==> config.mk <==
export PLATFORM = sky130hd
export DESIGN_NAME = bank_window_ctrl
export DESIGN_NICKNAME = d
export VERILOG_FILES = /design/src/rtl/bank_win_pkg.sv /design/src/rtl/bank_bus_decode.sv /design/src/rtl/bank_reg.sv /design/src/rtl/bank_window_map.sv /design/src/rtl/bank_window_ctrl.sv
export SDC_FILE = /design/constraint.sdc
export NUM_CORES = 1
export LEC_CHECK = 0
export BUFFER_PORTS_ARGS = -buffer_cell sky130_fd_sc_hd__buf_2
export CAP_MARGIN = 30
export CORE_MARGIN = 4
export CORE_UTILIZATION = 33
export DETAILED_ROUTE_END_ITERATION = 16
export PLACE_DENSITY = 0.76
export SLEW_MARGIN = 0
export SYNTH_ARGS = -nofsm -noshare
export SYNTH_HDL_FRONTEND = slang
export SYNTH_SLANG_ARGS = --single-unit
==> constraint.sdc <==
create_clock -name clk -period 0.8 [get_ports clk]
set_input_delay 0.16 -clock clk [delete_from_list [all_inputs] [get_ports clk]]
set_output_delay 0.16 -clock clk [all_outputs]
set_load 0.01 [all_outputs]
==> src/rtl/bank_win_pkg.sv <==
// Package: shared sizes for the paged memory window controller.
// Assumes: a 16-bit CPU address, an 8-bit data bus and a window aligned
// to its own size.
package bank_win_pkg;
    localparam int CPU_ADDR_W = 16;
    localparam int CPU_DATA_W = 8;
    localparam int BANK_BITS  = 5;
    localparam int WIN_BITS   = 14;
    localparam int PHYS_W     = BANK_BITS + WIN_BITS;
    localparam int PAGE_BITS  = 8;
    localparam int SEL_BITS   = CPU_ADDR_W - WIN_BITS;

    typedef logic [BANK_BITS-1:0] bank_t;
endpackage

==> src/rtl/bank_bus_decode.sv <==
// Module: bank_bus_decode
// Watches CPU bus cycles and produces a one-clock load pulse for the bank
// register at the end of a write cycle to the register page.
// Assumes: cpu_phi2 is synchronous to clk and stays high for at least one
// clk period. The page compare uses only the high address byte, so the
// register appears at every address in its page.
module bank_bus_decode #(
    parameter int ADDR_W   = 16,
    parameter int DATA_W   = 8,
    parameter int BANK_W   = 5,
    parameter int PAGE_W   = 8,
    parameter logic [PAGE_W-1:0] REG_PAGE = 8'hDE
) (
    input  logic              clk,
    input  logic              rst_n,
    input  logic [ADDR_W-1:0] cpu_addr,
    input  logic [DATA_W-1:0] cpu_data,
    input  logic              cpu_rw_n,
    input  logic              cpu_phi2,
    output logic              load,
    output logic [BANK_W-1:0] load_val
);
    localparam int PAGE_LSB = ADDR_W - PAGE_W;

    logic              page_hit;
    logic              phi2_d;
    logic              wr_pend;
    logic [BANK_W-1:0] wr_val;

    // Address decode: the high byte only, the low byte is ignored
    always_comb page_hit = (cpu_addr[ADDR_W-1:PAGE_LSB] == REG_PAGE);

    // Track phase-2 and hold the write intent and data from the last high clock
    always_ff @(posedge clk) begin
        if (!rst_n) begin
            phi2_d  <= 1'b0;
            wr_pend <= 1'b0;
            wr_val  <= '0;
        end else begin
            phi2_d <= cpu_phi2;
            if (cpu_phi2) begin
                wr_pend <= page_hit & ~cpu_rw_n;
                wr_val  <= cpu_data[BANK_W-1:0];
            end
        end
    end

    // Phase-2 qualifies the strobe last: a load fires only on its falling edge
    always_comb begin
        load     = phi2_d & ~cpu_phi2 & wr_pend;
        load_val = wr_val;
    end

    // A load pulse cannot repeat on the next clock, since phase-2 must rise again
    assert_load_single_R2: assert property (@(posedge clk) disable iff (!rst_n)
        load |=> !load);

    // A load follows a clock at which phase-2 was high
    assert_load_after_phi2_R10: assert property (@(posedge clk) disable iff (!rst_n)
        load |-> ($past(cpu_phi2) && !cpu_phi2));
endmodule

==> src/rtl/bank_reg.sv <==
// Module: bank_reg
// The write-only bank number register. It loads on a decode pulse and
// clears to bank 0 on reset.
// Assumes: the load pulse is one clock wide and its value is stable with it.
module bank_reg #(
    parameter int BANK_W = 5
) (
    input  logic              clk,
    input  logic              rst_n,
    input  logic              load,
    input  logic [BANK_W-1:0] load_val,
    output logic [BANK_W-1:0] bank
);
    // Store a new bank number on a load pulse, bank 0 after reset
    always_ff @(posedge clk) begin
        if (!rst_n)
            bank <= '0;
        else if (load)
            bank <= load_val;
    end

    // The bank number holds on every clock without a load pulse
    assert_bank_hold_R10: assert property (@(posedge clk) disable iff (!rst_n)
        !load |=> $stable(bank));
endmodule

==> src/rtl/bank_window_map.sv <==
// Module: bank_window_map
// Forms the physical address and the banked memory select from the bank
// number and the CPU address.
// Assumes: the window is aligned to its own size, so its base is matched
// on the address bits above the offset.
module bank_window_map #(
    parameter int ADDR_W = 16,
    parameter int BANK_W = 5,
    parameter int WIN_W  = 14,
    parameter logic [ADDR_W-WIN_W-1:0] WIN_TAG = 2'b10
) (
    input  logic                    cpu_phi2,
    input  logic [ADDR_W-1:0]       cpu_addr,
    input  logic [BANK_W-1:0]       bank,
    output logic [BANK_W+WIN_W-1:0] mem_addr,
    output logic                    mem_sel,
    output logic                    outside_win
);
    localparam int TAG_W = ADDR_W - WIN_W;

    logic in_win;

    // Window match on the address bits above the offset
    always_comb in_win = (cpu_addr[ADDR_W-1:WIN_W] == WIN_TAG[TAG_W-1:0]);

    // Put the bank above the window offset and gate the select with phase-2
    always_comb begin
        mem_addr    = {bank, cpu_addr[WIN_W-1:0]};
        mem_sel     = in_win & cpu_phi2;
        outside_win = ~in_win;
    end
endmodule

==> src/rtl/bank_window_ctrl.sv <==
// Module: bank_window_ctrl (top)
// Paged memory window controller. It decodes writes to the bank register
// page, holds the bank number and maps the CPU window into a 19-bit
// physical address.
// Assumes: the CPU inputs are synchronous to clk, and clk runs several
// times faster than phase-2. The block never drives the data bus.
module bank_window_ctrl
    import bank_win_pkg::*;
#(
    parameter logic [PAGE_BITS-1:0] REG_PAGE = 8'hDE,
    parameter logic [SEL_BITS-1:0]  WIN_TAG  = 2'b10
) (
    input  logic                  clk,
    input  logic                  rst_n,
    input  logic [CPU_ADDR_W-1:0] cpu_addr,
    input  logic [CPU_DATA_W-1:0] cpu_data,
    input  logic                  cpu_rw_n,
    input  logic                  cpu_phi2,
    output logic [PHYS_W-1:0]     mem_addr,
    output logic                  mem_sel,
    output logic                  outside_win
);
    logic  load;
    bank_t load_val;
    bank_t bank;

    bank_bus_decode #(
        .ADDR_W  (CPU_ADDR_W),
        .DATA_W  (CPU_DATA_W),
        .BANK_W  (BANK_BITS),
        .PAGE_W  (PAGE_BITS),
        .REG_PAGE(REG_PAGE)
    ) u_decode (
        .clk     (clk),
        .rst_n   (rst_n),
        .cpu_addr(cpu_addr),
        .cpu_data(cpu_data),
        .cpu_rw_n(cpu_rw_n),
        .cpu_phi2(cpu_phi2),
        .load    (load),
        .load_val(load_val)
    );

    bank_reg #(
        .BANK_W(BANK_BITS)
    ) u_bank (
        .clk     (clk),
        .rst_n   (rst_n),
        .load    (load),
        .load_val(load_val),
        .bank    (bank)
    );

    bank_window_map #(
        .ADDR_W (CPU_ADDR_W),
        .BANK_W (BANK_BITS),
        .WIN_W  (WIN_BITS),
        .WIN_TAG(WIN_TAG)
    ) u_map (
        .cpu_phi2   (cpu_phi2),
        .cpu_addr   (cpu_addr),
        .bank       (bank),
        .mem_addr   (mem_addr),
        .mem_sel    (mem_sel),
        .outside_win(outside_win)
    );

    // The select and the outside flag never claim the same access
    assert_sel_excl_R9: assert property (@(posedge clk) disable iff (!rst_n)
        !(mem_sel && outside_win));

    // At the ports, the select needs phase-2 high and an address inside the window
    assert_sel_window_R8: assert property (@(posedge clk) disable iff (!rst_n)
        mem_sel |-> (cpu_phi2 && cpu_addr[15:14] == WIN_TAG));
endmodule

# ---- After elaboration in Yosys (flattened, before gate mapping)
# Index checks and enable logic that the tools add are counted.
dict set report word_totals {
  ff_bits 12
  inputBits 28
}
dict set report classes {
  n_eq_ne 2
  n_bitwise 7
}
# op count
set ops {}
lappend ops {{$eq 8x8->1 const B} 1}
lappend ops {{$and 1x1->1} 4}
lappend ops {{$not 1->1} 3}
lappend ops {{$eq 2x2->1 const B} 1}

# ---- Depth between registers and ports, before layout
# Gate-level depths: netlist of the first run.
dict set report depth {
  word_depth 3
  depth_mapped 4
}

# ---- Modules after synthesis
# Synthesis of the first run repeated with hierarchy kept, for this count alone.
dict set report hier_totals {
  cells_unflattened 62
  hier_area_um2 660.6
}
# mod instances cells_each area_per_inst_um2 seq_area_each_um2
set modules_own_cells {}
lappend modules_own_cells {bank_bus_decode 1 25 310.3 140.1}
lappend modules_own_cells {bank_reg 1 16 192.7 100.1}
lappend modules_own_cells {bank_window_map 1 21 157.7 0.0}

# ---- Worst setup path before layout of the first run
# No wires, ideal clock.
dict set report synth_timing {
  path_type {input -> register}
  startpoint {input cpu_phi2}
  endpoint {register u_bank.bank[0]}
  arrival_ps 668
  slack_ps 16
  cell_stages 4
  n_path_buf 1
  path_cell_list {buf_6 nand3b_4 mux2i_1 nor2b_1}
}
dict set report synth_via {
  elab_chain_len 3
}
# element line_no
set synth_lines {}
lappend synth_lines {{from (decl)} bank_window_ctrl.sv:18} ;# input logic cpu_phi2,
lappend synth_lines {{$not 1->1} bank_bus_decode.sv:50} ;# load = phi2_d & ~cpu_phi2 & wr_pend;
lappend synth_lines {{$and 1x1->1 (2 in series)} bank_bus_decode.sv:50}
lappend synth_lines {{to (signal assigned)} bank_reg.sv:19} ;# bank <= load_val;
lappend synth_lines {{to (decl)} bank_reg.sv:12} ;# output logic [BANK_W-1:0] bank
# No other way between the ends.
# A chain may end at the register's enable or synchronous reset.

# ---- Final worst setup path of the first run
dict set report layout_timing {
  startpoint {register u_bank.bank[4]}
  endpoint {output mem_addr[18]}
}
# element line_no
set layout_rtl {}
lappend layout_rtl {{to (decl)} bank_window_ctrl.sv:19} ;# output logic [PHYS_W-1:0] mem_addr,
# No word-level cell between the ends.

==> run summary, run 1 <==
status: complete, but fails checks
failing checks: negative setup slack
path depth of the worst reg2reg path: 3
Critical Path RT: 0.64 ns
R2R Path Start: u_decode.wr_pend$_SDFFE_PN0P_
Starting Density: 0.348
fin nets: 107
P_leak: 0.407 nW
async set-reset flop share out of synthesis: 0
largest net degree at the start of global routing: 14
share of post-route cells with drive strength above 1: 0.577
CTS clock-pin slew for the worst setup and hold paths: 0.07 ns
slowest cell on the critical path: dfxtp_2
multi-input logic area: 244 um2
Syn Std Cell Area: 601 um2
area delta synth->final: 27.5%
fin util: 0.443
Synth top area share: 0.400
first-pass GRT wire length: 1900 um
Buffers on Ports: 29
via count: 431
total gr overflow: 0
first-pass iteration count of the detailed router: 2
area leader, netlist: dfxtp_1
Max-cap violations: 0
synth cell count leaders: 14 x buf_4, 12 x dfxtp_1, 11 x nor2b_1
PnR worst setup slack: -0.0761 ns
RSZ-0062 raised after global routing: true
final critical-path required period: 0.876 ns
Reg area: 249 um2
Root Driver: clkbuf_4
period utilization: 1.10
Max Freq: 1140 MHz
# DRC: 0
Setup WS pre-CTS: -0.124 ns
Hold Path Depth: 3
vias in the first global route: 443
synthesized net count: 87
YS warnings: 0
post-synthesis sequential area ratio: 0.400
initial antenna violation count: 0
power per cell area: 1630 nW/um2
Detailed Route WL: 1150 um
r2r setup slk: -0.04 ns
Hold EP: u_decode.wr_pend$_SDFFE_PN0P_
I/O Pins: 49
buffers and inverters on the worst path: 1
HP Class: in2reg
Clock Skew: 0.00532 ns
worst reg2reg endpoint: u_bank.bank[1]$_SDFFE_PN0P_
Primary FF master, synth: dfxtp_1
Netlist cell types: 15
post-route cell area: 766 um2
Fin. Hold Viols: 0
worst-skew pair later-pin latency: 0.27 ns
placed cells: 99
Setup Buffers After CTS: 0
final cell count without fillers: 103
GPL Wtd Cong: 0.726
Mapped Cells: 59
crit path kind: reg2out
WL per Instance: 11.1 um
Cell Area, Placed: 672 um2
CP cell instances: buf_6
row count: 15
delay-heaviest family, CP: flip-flops
maximum buffer depth of the clock tree: 2
Worst VDD drop: 1280 uV
Min-Delay Startpoint: cpu_addr[12]
drt via density: 4.18
number of flops mapped to enable cells by yosys: 0
Die Footprint: 2570 um2
initial DRC count: 2
ANT cells: 0
core area: 1730 um2
Slew headroom: 0.810
Avg Cell Area, Syn: 10.2 um2
CTS tree: built
Worst setup SP type: register
Layout fillers: 179
Die Width: 50.7 um
CP max stage delay: 0.33 ns
cts bufs inserted: 3
Setup violations, final: 10
clk sinks: 12
hold buffers post-CTS: 0
ANT nets after route: 0
total track usage: 0.104
Crit. End Element: primary output
worst slew pin tran: 0.281 ns
Max Fanout on Critical Path: 2
fin. max-slew vios: 0
H-tree depth: 1
CP startpoint: u_bank.bank[4]$_SDFFE_PN0P_
DP HPWL: 900 um
die height: 50.7 um
Yosys reg bits: 12
post-layout power: 0.00125 W
most frequent cell after synthesis: buf_4
cell types occupying the most area after synthesis: dfxtp_1 40%, buf_4 18%, mux2i_1 17%
CP arrival: 0.72 ns
final cells by class:
type / count / area share
Multi-Input combinational cell: 30 / 0.319
Inverter: 1 / 0.00490
Tap cell: 25 / 0.0408
Sequential cell: 12 / 0.325
Timing Repair Buffer: 31 / 0.263
Clock buffer: 4 / 0.0474
cells by family (layout without fill, tap and decap cells):
logic type,after synthesis,count (layout),synth area share
buffers and inverters,17,36,0.206
AO/OA/AOI/OAI,1,1,0.00833
multiplexers,10,10,0.167
AND/OR/NAND/NOR,19,19,0.219
flip-flops,12,12,0.400
per-layer routing:
layer  track usage  share of wire
met2         0.174           0.55
met5             0              0
met4        0.0673          0.020
met3        0.0593          0.090
met1        0.0955           0.34
worst max-delay path by stage:
| stage | slack, ns | cells past startpoint | endpoint |
|---|---|---|---|
| finish | -0.08 | 1 | mem_addr[18] |
| global route | -0.12 | 1 | mem_addr[14] |
| CTS | -0.09 | 1 | mem_addr[16] |
| detailed placement | -0.12 | 4 | u_decode.wr_pend$_SDFFE_PN0P_ |
| global placement | -0.05 | 4 | u_decode.wr_pend$_SDFFE_PN0P_ |
| floorplan | 0.02 | 4 | u_bank.bank[0]$_SDFFE_PN0P_ |
power by group:
group | switching [W] | internal (W) | total (W)
registers | 0.00000880 | 0.000615 | 0.000624
logic | 0.0000629 | 0.0000865 | 0.000149
clock network | 0.000197 | 0.000277 | 0.000473
total | 0.000268 | 0.000978 | 0.00125
layout by cell type, fill, tap and decap left out, drive strengths merged:
cell type	instances
nand3b	1
mux2i	10
nand4	1
dfxtp	12
o21ai	1
nor2	1
clkbuf	4
inv	1
nor4bb	1
buf	31
nor2b	11
nand2b	1
and2	1
nand3	2
per-stage QoR:
stage          TNS [ns]  hold WS (ns)
3_3_place_gp     -0.228         0.320
6_report         -0.459         0.144
2_1_floorplan         0         0.288
3_5_place_dp     -0.444         0.320
4_1_cts          -0.579         0.136
5_1_grt          -0.965         0.136
repair_timing:
| item | 4_1_cts | 5_1_grt |
|---|---|---|
| resized for setup | 14 | 3 |
| cloned | 0 | 0 |
| endpoints found under the setup margin | 11 | 11 |
| pin swaps | 0 | 1 |
No activity file was read; power rests on OpenSTA's default activity.
==> inputs of run 2 (changes only) <==
- ABC_AREA: unset -> 1
- CORE_MARGIN: 4 -> unset
- CORE_UTILIZATION: 33 -> 32
- PLACE_DENSITY: 0.76 -> 0.75
==> run 2 against run 1 <==
Compared with the run above:
- the flow still finishes with violations (negative setup slack)
- critical path depth did not move
- maximum frequency rose by 0.23%
- final cell count rose by 19%
- non-clock buffer count rose by 1
- critical path type unchanged
- largest power group unchanged
==> run summary, run 2 <==
worst-skew pair later-pin latency: 0.27 ns (about the same)
Setup violations, final: 5 (-5)
CTS tree: built
CP cell instances: buf_6
CP Depth: 1 (unchanged)
cts bufs inserted: 3 (unchanged)
largest family of logic cells by synthesized area: buffers and inverters
ANT cells: 0 (unchanged)
mux cell area share after synthesis: 0 (-0.167)
met2 routed WL: 590 um (-6.6%)
first-pass GRT wire length: 1700 um (-11%)
synth cell count leaders: 14 x buf_4, 14 x nor2_1, 12 x dfxtp_1
Slew headroom: 0.851 (+0.0405)
YS warnings: 0 (unchanged)
area delta synth->final: 33.8%
Clock Skew: 0.00166 ns (-0.00366 ns)
Hold Path Depth: 3 (unchanged)
Starting Density: 0.359 (+0.0117)
Mapped Cells: 77 (+31%)
GPL Wtd Cong: 0.703 (-3.3%)
Max Freq: 1140 MHz (+0.23%)
initial DRC count: 6 (+4)
Die Footprint: 1960 um2 (-23%)
H-tree depth: 1 (unchanged)
row count: 14 (-1)
crit path kind: reg2out
post-synthesis adder-cell area fraction: 0 (unchanged)
Max Fanout on Critical Path: 2 (unchanged)
CTS clock-pin slew for the worst setup and hold paths: 0.07 ns (about the same)
CP arrival: 0.71 ns (about the same)
Buffers on Ports: 29 (unchanged)
status: complete, but fails checks
DP HPWL: 831 um (-7.6%)
Synth top area share: 0.419 (+0.0192)
post-synthesis simple-gate area fraction: 0.177 (-0.0419)
Worst VDD drop: 1190 uV (-6.8%)
Primary FF master, synth: dfxtp_1
Setup Buffers After CTS: 0 (unchanged)
period utilization: 1.09 (-0.00251)
ANT nets after route: 0 (unchanged)
Detailed Route WL: 1140 um (-0.26%)
post-synthesis xor/xnor area fraction: 0 (unchanged)
Hold EP: u_decode.load_val[2]$_SDFFE_PN0P_
buffers and inverters on the worst path: 1 (unchanged)
hold buffers post-CTS: 0 (unchanged)
first-pass iteration count of the detailed router: 4 (+2)
post-synthesis sequential area ratio: 0.419 (+0.0192)
number of flops mapped to enable cells by yosys: 0 (unchanged)
drt via density: 4.30 (+2.8%)
Layout fillers: 155 (-13%)
largest net degree at the start of global routing: 13 (-1)
slowest cell on the critical path: dfxtp_2
# DRC: 0 (unchanged)
CP max stage delay: 0.33 ns (about the same)
Syn Std Cell Area: 573 um2 (-4.6%)
clk sinks: 12 (unchanged)
async set-reset flop share out of synthesis: 0 (unchanged)
Max-cap violations: 0 (unchanged)
HP Class: in2reg
core area: 1590 um2 (-7.7%)
Avg Cell Area, Syn: 7.44 um2 (-27%)
path depth of the worst reg2reg path: 3 (unchanged)
PnR worst setup slack: -0.0741 ns (+0.00201 ns)
Root Driver: clkbuf_4
Min-Delay Startpoint: cpu_data[2]
commonest non-fill, non-tap cell in the layout: buf_2
P_leak: 0.366 nW (-9.9%)
vias in the first global route: 409 (-7.7%)
fin nets: 128 (+20%)
R2R Path Start: u_decode.phi2_d$_SDFF_PN0_
area leader, netlist: dfxtp_1
Yosys reg bits: 12 (unchanged)
Die Width: 44.3 um (-13%)
synthesized net count: 105 (+21%)
maximum buffer depth of the clock tree: 2 (unchanged)
highest routed layer: met4
via count: 529 (+23%)
Worst setup SP type: register
most frequent cells in the layout: 24 x buf_2, 14 x nor2_1, 10 x inv_1, 7 x nand2_1, 6 x a21oi_1
metal3 WL: 91 um (-12%)
compound-gate portion of the synthesized area: 0.140 (+0.131)
cell types occupying the most area after synthesis: dfxtp_1 42%, buf_4 18%, nor2_1 9.2%
power per cell area: 1630 nW/um2 (+0.14%)
WL met1: 459 um (+18%)
total track usage: 0.121 (+0.0174)
total gr overflow: 0 (unchanged)
post-layout power: 0.00125 W (+0.31%)
setup_tns: -0.328 ns (+0.131 ns)
WL per Instance: 9.30 um (-16%)
share of post-route cells with drive strength above 1: 0.505 (-0.0719)
Setup WS pre-CTS: -0.0509 ns (+0.0734 ns)
worst slew pin tran: 0.224 ns (-0.0569 ns)
fin. max-slew vios: 0 (unchanged)
Crit. End Element: primary output
Fin. Hold Viols: 0 (unchanged)
I/O Pins: 49 (unchanged)
initial antenna violation count: 0 (unchanged)
failing checks: negative setup slack
Critical Path RT: 0.64 ns (about the same)
delay-heaviest family, CP: flip-flops
final critical-path required period: 0.874 ns (-0.00201 ns)
RSZ-0062 raised after global routing: true
worst reg2reg endpoint: u_bank.bank[2]$_SDFFE_PN0P_
Netlist cell types: 11 (-4)
die height: 44.3 um (-13%)
r2r setup slk: 0.02 ns (+0.06 ns)
## run 2: layer usage
layer / vias up / track usage
met5: - / 0
met4: 0 / 0.0303
met3: 2 / 0.0776
met2: 19 / 0.185
met1: 233 / 0.142
li1: 275 / -
## run 2: cells by family after synthesis
family | count (synthesis)
DFF | 12
and+or+nand+nor | 23
buffers and inverters | 26
AOI/OAI and AO/OA | 16
## run 2: power by group
| group | switching, W | total [W] | internal [W] |
|---|---|---|---|
| logic | 0.0000792 | 0.000152 | 0.0000723 |
| clock network | 0.000196 | 0.000473 | 0.000277 |
| registers | 0.0000136 | 0.000626 | 0.000612 |
| total | 0.000289 | 0.00125 | 0.000961 |
## run 2: metrics by stage
step,util,hold WS [ns],std cells,cell area (um2)
floorplan,-,0.253,77,573
global placement,0.414,0.320,118,661
CTS,0.462,0.105,122,737
finish,0.481,0.106,123,767
global route,0.481,0.118,123,767
detailed placement,0.414,0.320,118,661
## run 2: repair_timing
action,4_1_cts,5_1_grt
gates cloned,0,1
pin swaps,1,1
setup endpoints to repair,10,10
resized for setup,17,6
## run 2: worst max-delay path by stage
stage                             startpoint                           to
2_1_floorplan  u_decode.wr_pend$_SDFFE_PN0P_  u_bank.bank[0]$_SDFFE_PN0P_
3_3_place_gp                        cpu_phi2  u_bank.bank[0]$_SDFFE_PN0P_
3_5_place_dp   u_decode.wr_pend$_SDFFE_PN0P_  u_bank.bank[0]$_SDFFE_PN0P_
4_1_cts          u_bank.bank[4]$_SDFFE_PN0P_                 mem_addr[18]
5_1_grt          u_bank.bank[4]$_SDFFE_PN0P_                 mem_addr[18]
6_report         u_bank.bank[4]$_SDFFE_PN0P_                 mem_addr[18]
## run 2: worst min-delay path, stage by stage
cell	delay, ns
buf_2	0.07
nor2_1	0.03
nor2_1	0.08
## run 2: area by class of cell
class	count	area, um2	area share
clock buffers	4	36.3	0.0473
inverters	11	41.3	0.0538
repair buffers	32	199	0.259
multi-input cells	40	206	0.269
well taps	24	30.0	0.0392
flip-flops and latches	12	254	0.331
==> inputs of run 3 (changes only) <==
- CORE_UTILIZATION: 32 -> 34
- SYNTH_HIERARCHICAL: unset -> 1
==> run 3 against run 2 <==
Compared with the run above:
- combinational power about the same
- final cell count up 14%
- sequential share of layout area down 3.1 points
- cell area up 8.2%
- wire length down 4.0%
- the flow still finishes with violations (negative setup slack)
- critical endpoint is now mem_addr[15]
- synthesized cell count up 25%
- largest cell class unchanged
==> run summary, run 3 <==
RSZ-0062 raised after global routing: true
initial DRC count: 2 (-4)
Slew headroom: 0.877 (+0.0266)
Int Power: 0.000964 W (+0.35%)
GPL Wtd Cong: 0.670 (-4.6%)
Hold Path Depth: 3 (unchanged)
via count: 549 (+3.8%)
Max Fanout on Critical Path: 2 (unchanged)
YS warnings: 6 (+6)
CTS tree: built
synth cell count leaders: 23 x nor2_1, 19 x buf_4, 17 x nand2_1
Max-cap violations: 0 (unchanged)
CP cell instances: buf_6
Synth top area share: 0.369 (-0.0507)
DP HPWL: 821 um (-1.2%)
R2R Path Start: u_decode/wr_pend$_SDFFE_PN0P_
most frequent cells in the layout: 23 x buf_2, 21 x nor2_1, 13 x inv_1, 10 x nand2_1, 8 x nand2_2
Critical Path RT: 0.64 ns (about the same)
Clock Skew: 0.00579 ns (+0.00412 ns)
Root Driver: clkbuf_4
CP arrival: 0.71 ns (about the same)
fin nets: 144 (+13%)
initial antenna violation count: 0 (unchanged)
Buffers on Ports: 29 (unchanged)
status: complete, but fails checks
commonest non-fill, non-tap cell in the layout: buf_2
async set-reset flop share out of synthesis: 0 (unchanged)
worst slew pin tran: 0.184 ns (-0.0398 ns)
final critical-path required period: 0.869 ns (-0.00497 ns)
number of flops mapped to enable cells by yosys: 0 (unchanged)
CTS clock-pin slew for the worst setup and hold paths: 0.08 ns (about the same)
worst reg2reg endpoint: u_bank/bank[3]$_SDFFE_PN0P_
first-pass iteration count of the detailed router: 4 (unchanged)
Syn Std Cell Area: 652 um2 (+14%)
clk sinks: 12 (unchanged)
slowest cell on the critical path: dfxtp_2
Worst VDD drop: 663 uV (-44%)
I/O Pins: 49 (unchanged)
Starting Density: 0.370 (+0.0100)
ANT nets after route: 0 (unchanged)
Worst setup SP type: register
P_leak: 0.433 nW (+18%)
worst-skew pair later-pin latency: 0.27 ns (about the same)
H-tree depth: 1 (unchanged)
total gr overflow: 0 (unchanged)
Layout fillers: 196 (+26%)
post-layout power: 0.00125 W (about the same)
Min-Delay Startpoint: cpu_data[1]
Reg area: 249 um2 (-2.0%)
failing checks: negative setup slack
maximum buffer depth of the clock tree: 2 (unchanged)
Clk pwr share: 0.375 (-0.003)
share of post-route cells with drive strength above 1: 0.522 (+0.0167)
area leader, netlist: dfxtp_1
core area: 1760 um2 (+11%)
post-synthesis sequential area ratio: 0.369 (-0.0507)
Max Freq: 1150 MHz (+0.57%)
Seq pwr share: 0.501 (about the same)
Switching Fraction: 0.228 (-0.00325)
vias in the first global route: 468 (+14%)
cell types occupying the most area after synthesis: dfxtp_1 37%, buf_4 22%, nor2_1 13%
total track usage: 0.119 (-0.00181)
WL per Instance: 7.84 um (-16%)
delay-heaviest family, CP: flip-flops
# DRC: 0 (unchanged)
row count: 15 (+1)
die height: 45.8 um (+3.3%)
area delta synth->final: 27.3%
path depth of the worst reg2reg path: 6 (+3)
buffers and inverters on the worst path: 1 (unchanged)
period utilization: 1.09 (-0.00622)
drt via density: 3.92 (-8.8%)
cts bufs inserted: 3 (unchanged)
Yosys reg bits: 12 (unchanged)
hold_ws: 0.114 ns (+0.00753 ns)
Fin. Hold Viols: 0 (unchanged)
NetSw: 0.000285 W (-1.5%)
Detailed Route WL: 1100 um (-4.0%)
multi-input logic area: 229 um2 (+11%)
power per cell area: 1510 nW/um2 (-7.6%)
Die Footprint: 2100 um2 (+6.7%)
Mapped Cells: 96 (+25%)
Netlist cell types: 11 (unchanged)
Die Width: 45.8 um (+3.3%)
most frequent cell after synthesis: nor2_1
Gate power share: 0.124 (+0.003)
Primary FF master, synth: dfxtp_1
Crit. End Element: primary output
r2r setup slk: -0.07 ns (-0.09 ns)
PnR worst setup slack: -0.0691 ns (+0.00497 ns)
Setup violations, final: 11 (+6)
Avg Cell Area, Syn: 6.79 um2 (-8.8%)
crit path kind: reg2out
fin. max-slew vios: 0 (unchanged)
hold buffers post-CTS: 0 (unchanged)
CP max stage delay: 0.33 ns (about the same)
ANT cells: 0 (unchanged)
HP Class: in2reg
Setup WS pre-CTS: -0.0999 ns (-0.0490 ns)
first-pass GRT wire length: 1720 um (+1.2%)
synthesized net count: 124 (+18%)
largest net degree at the start of global routing: 13 (unchanged)
Hold EP: u_decode/load_val[1]$_SDFFE_PN0P_
-- run 3: repair_timing --
item | in CTS | in global routing
hold endpoints to repair | 0 | 0
gates resized for setup | 21 | 6
endpoints found under the setup margin | 11 | 12
pin swaps | 9 | 8
gates cloned | 1 | 0
buffers inserted | 2 | 0
-- run 3: how the worst max path moves through the flow --
stage,cells after the start,from,to
floorplan,6,u_decode/wr_pend$_SDFFE_PN0P_,u_bank/bank[0]$_SDFFE_PN0P_
global placement,8,cpu_phi2,u_bank/bank[3]$_SDFFE_PN0P_
detailed placement,8,cpu_phi2,u_bank/bank[3]$_SDFFE_PN0P_
CTS,1,u_bank/bank[0]$_SDFFE_PN0P_,mem_addr[14]
global route,6,u_decode/wr_pend$_SDFFE_PN0P_,u_bank/bank[0]$_SDFFE_PN0P_
finish,1,u_bank/bank[1]$_SDFFE_PN0P_,mem_addr[15]
-- run 3: metal layers --
metal | routed length (um) | part of all wire | track usage | vias to the layer above
met5 | 0 | 0 | 0 | -
met4 | 11 | 0.010 | 0.112 | 0
met3 | 100 | 0.091 | 0.0317 | 2
met2 | 558 | 0.51 | 0.217 | 31
met1 | 427 | 0.39 | 0.104 | 216
li1 | - | - | - | 300
-- run 3: power by group through the flow --
| stage | Sequential (W) | Clock (W) | Combinational (W) |
|---|---|---|---|
| final | 0.000626 | 0.000469 | 0.000155 |
| after global placement | 0.000638 | 0 | 0.000149 |
| after CTS | 0.000625 | 0.000490 | 0.000154 |
| after global routing | 0.000628 | 0.000517 | 0.000175 |
| after floorplan | 0.000637 | 0 | 0.000129 |
| after detailed placement | 0.000639 | 0 | 0.000153 |
-- run 3: kinds of logic after synthesis --
logic type / share of synthesized area
compound gates: 0.0518
simple gates: 0.257
flops: 0.369
buf+inv: 0.322
-- run 3: through the flow --
step                      TNS (ns)  instances  instance area [um2]   util
after global routing         -1.15        140                  830  0.470
after floorplan             -0.160         96                  652      -
after global placement      -0.428        134                  704  0.399
final                       -0.636        140                  830  0.470
after CTS                   -0.740        140                  818  0.464
after detailed placement    -0.525        134                  704  0.399
-- run 3: cell type report --
cell class              instances  share of cell area
clock buffers                   4              0.0437
flip-flops and latches         12               0.300
multi-input cells              49               0.276
repair buffers                 35               0.275
well taps                      25              0.0377
inverters                      15              0.0679
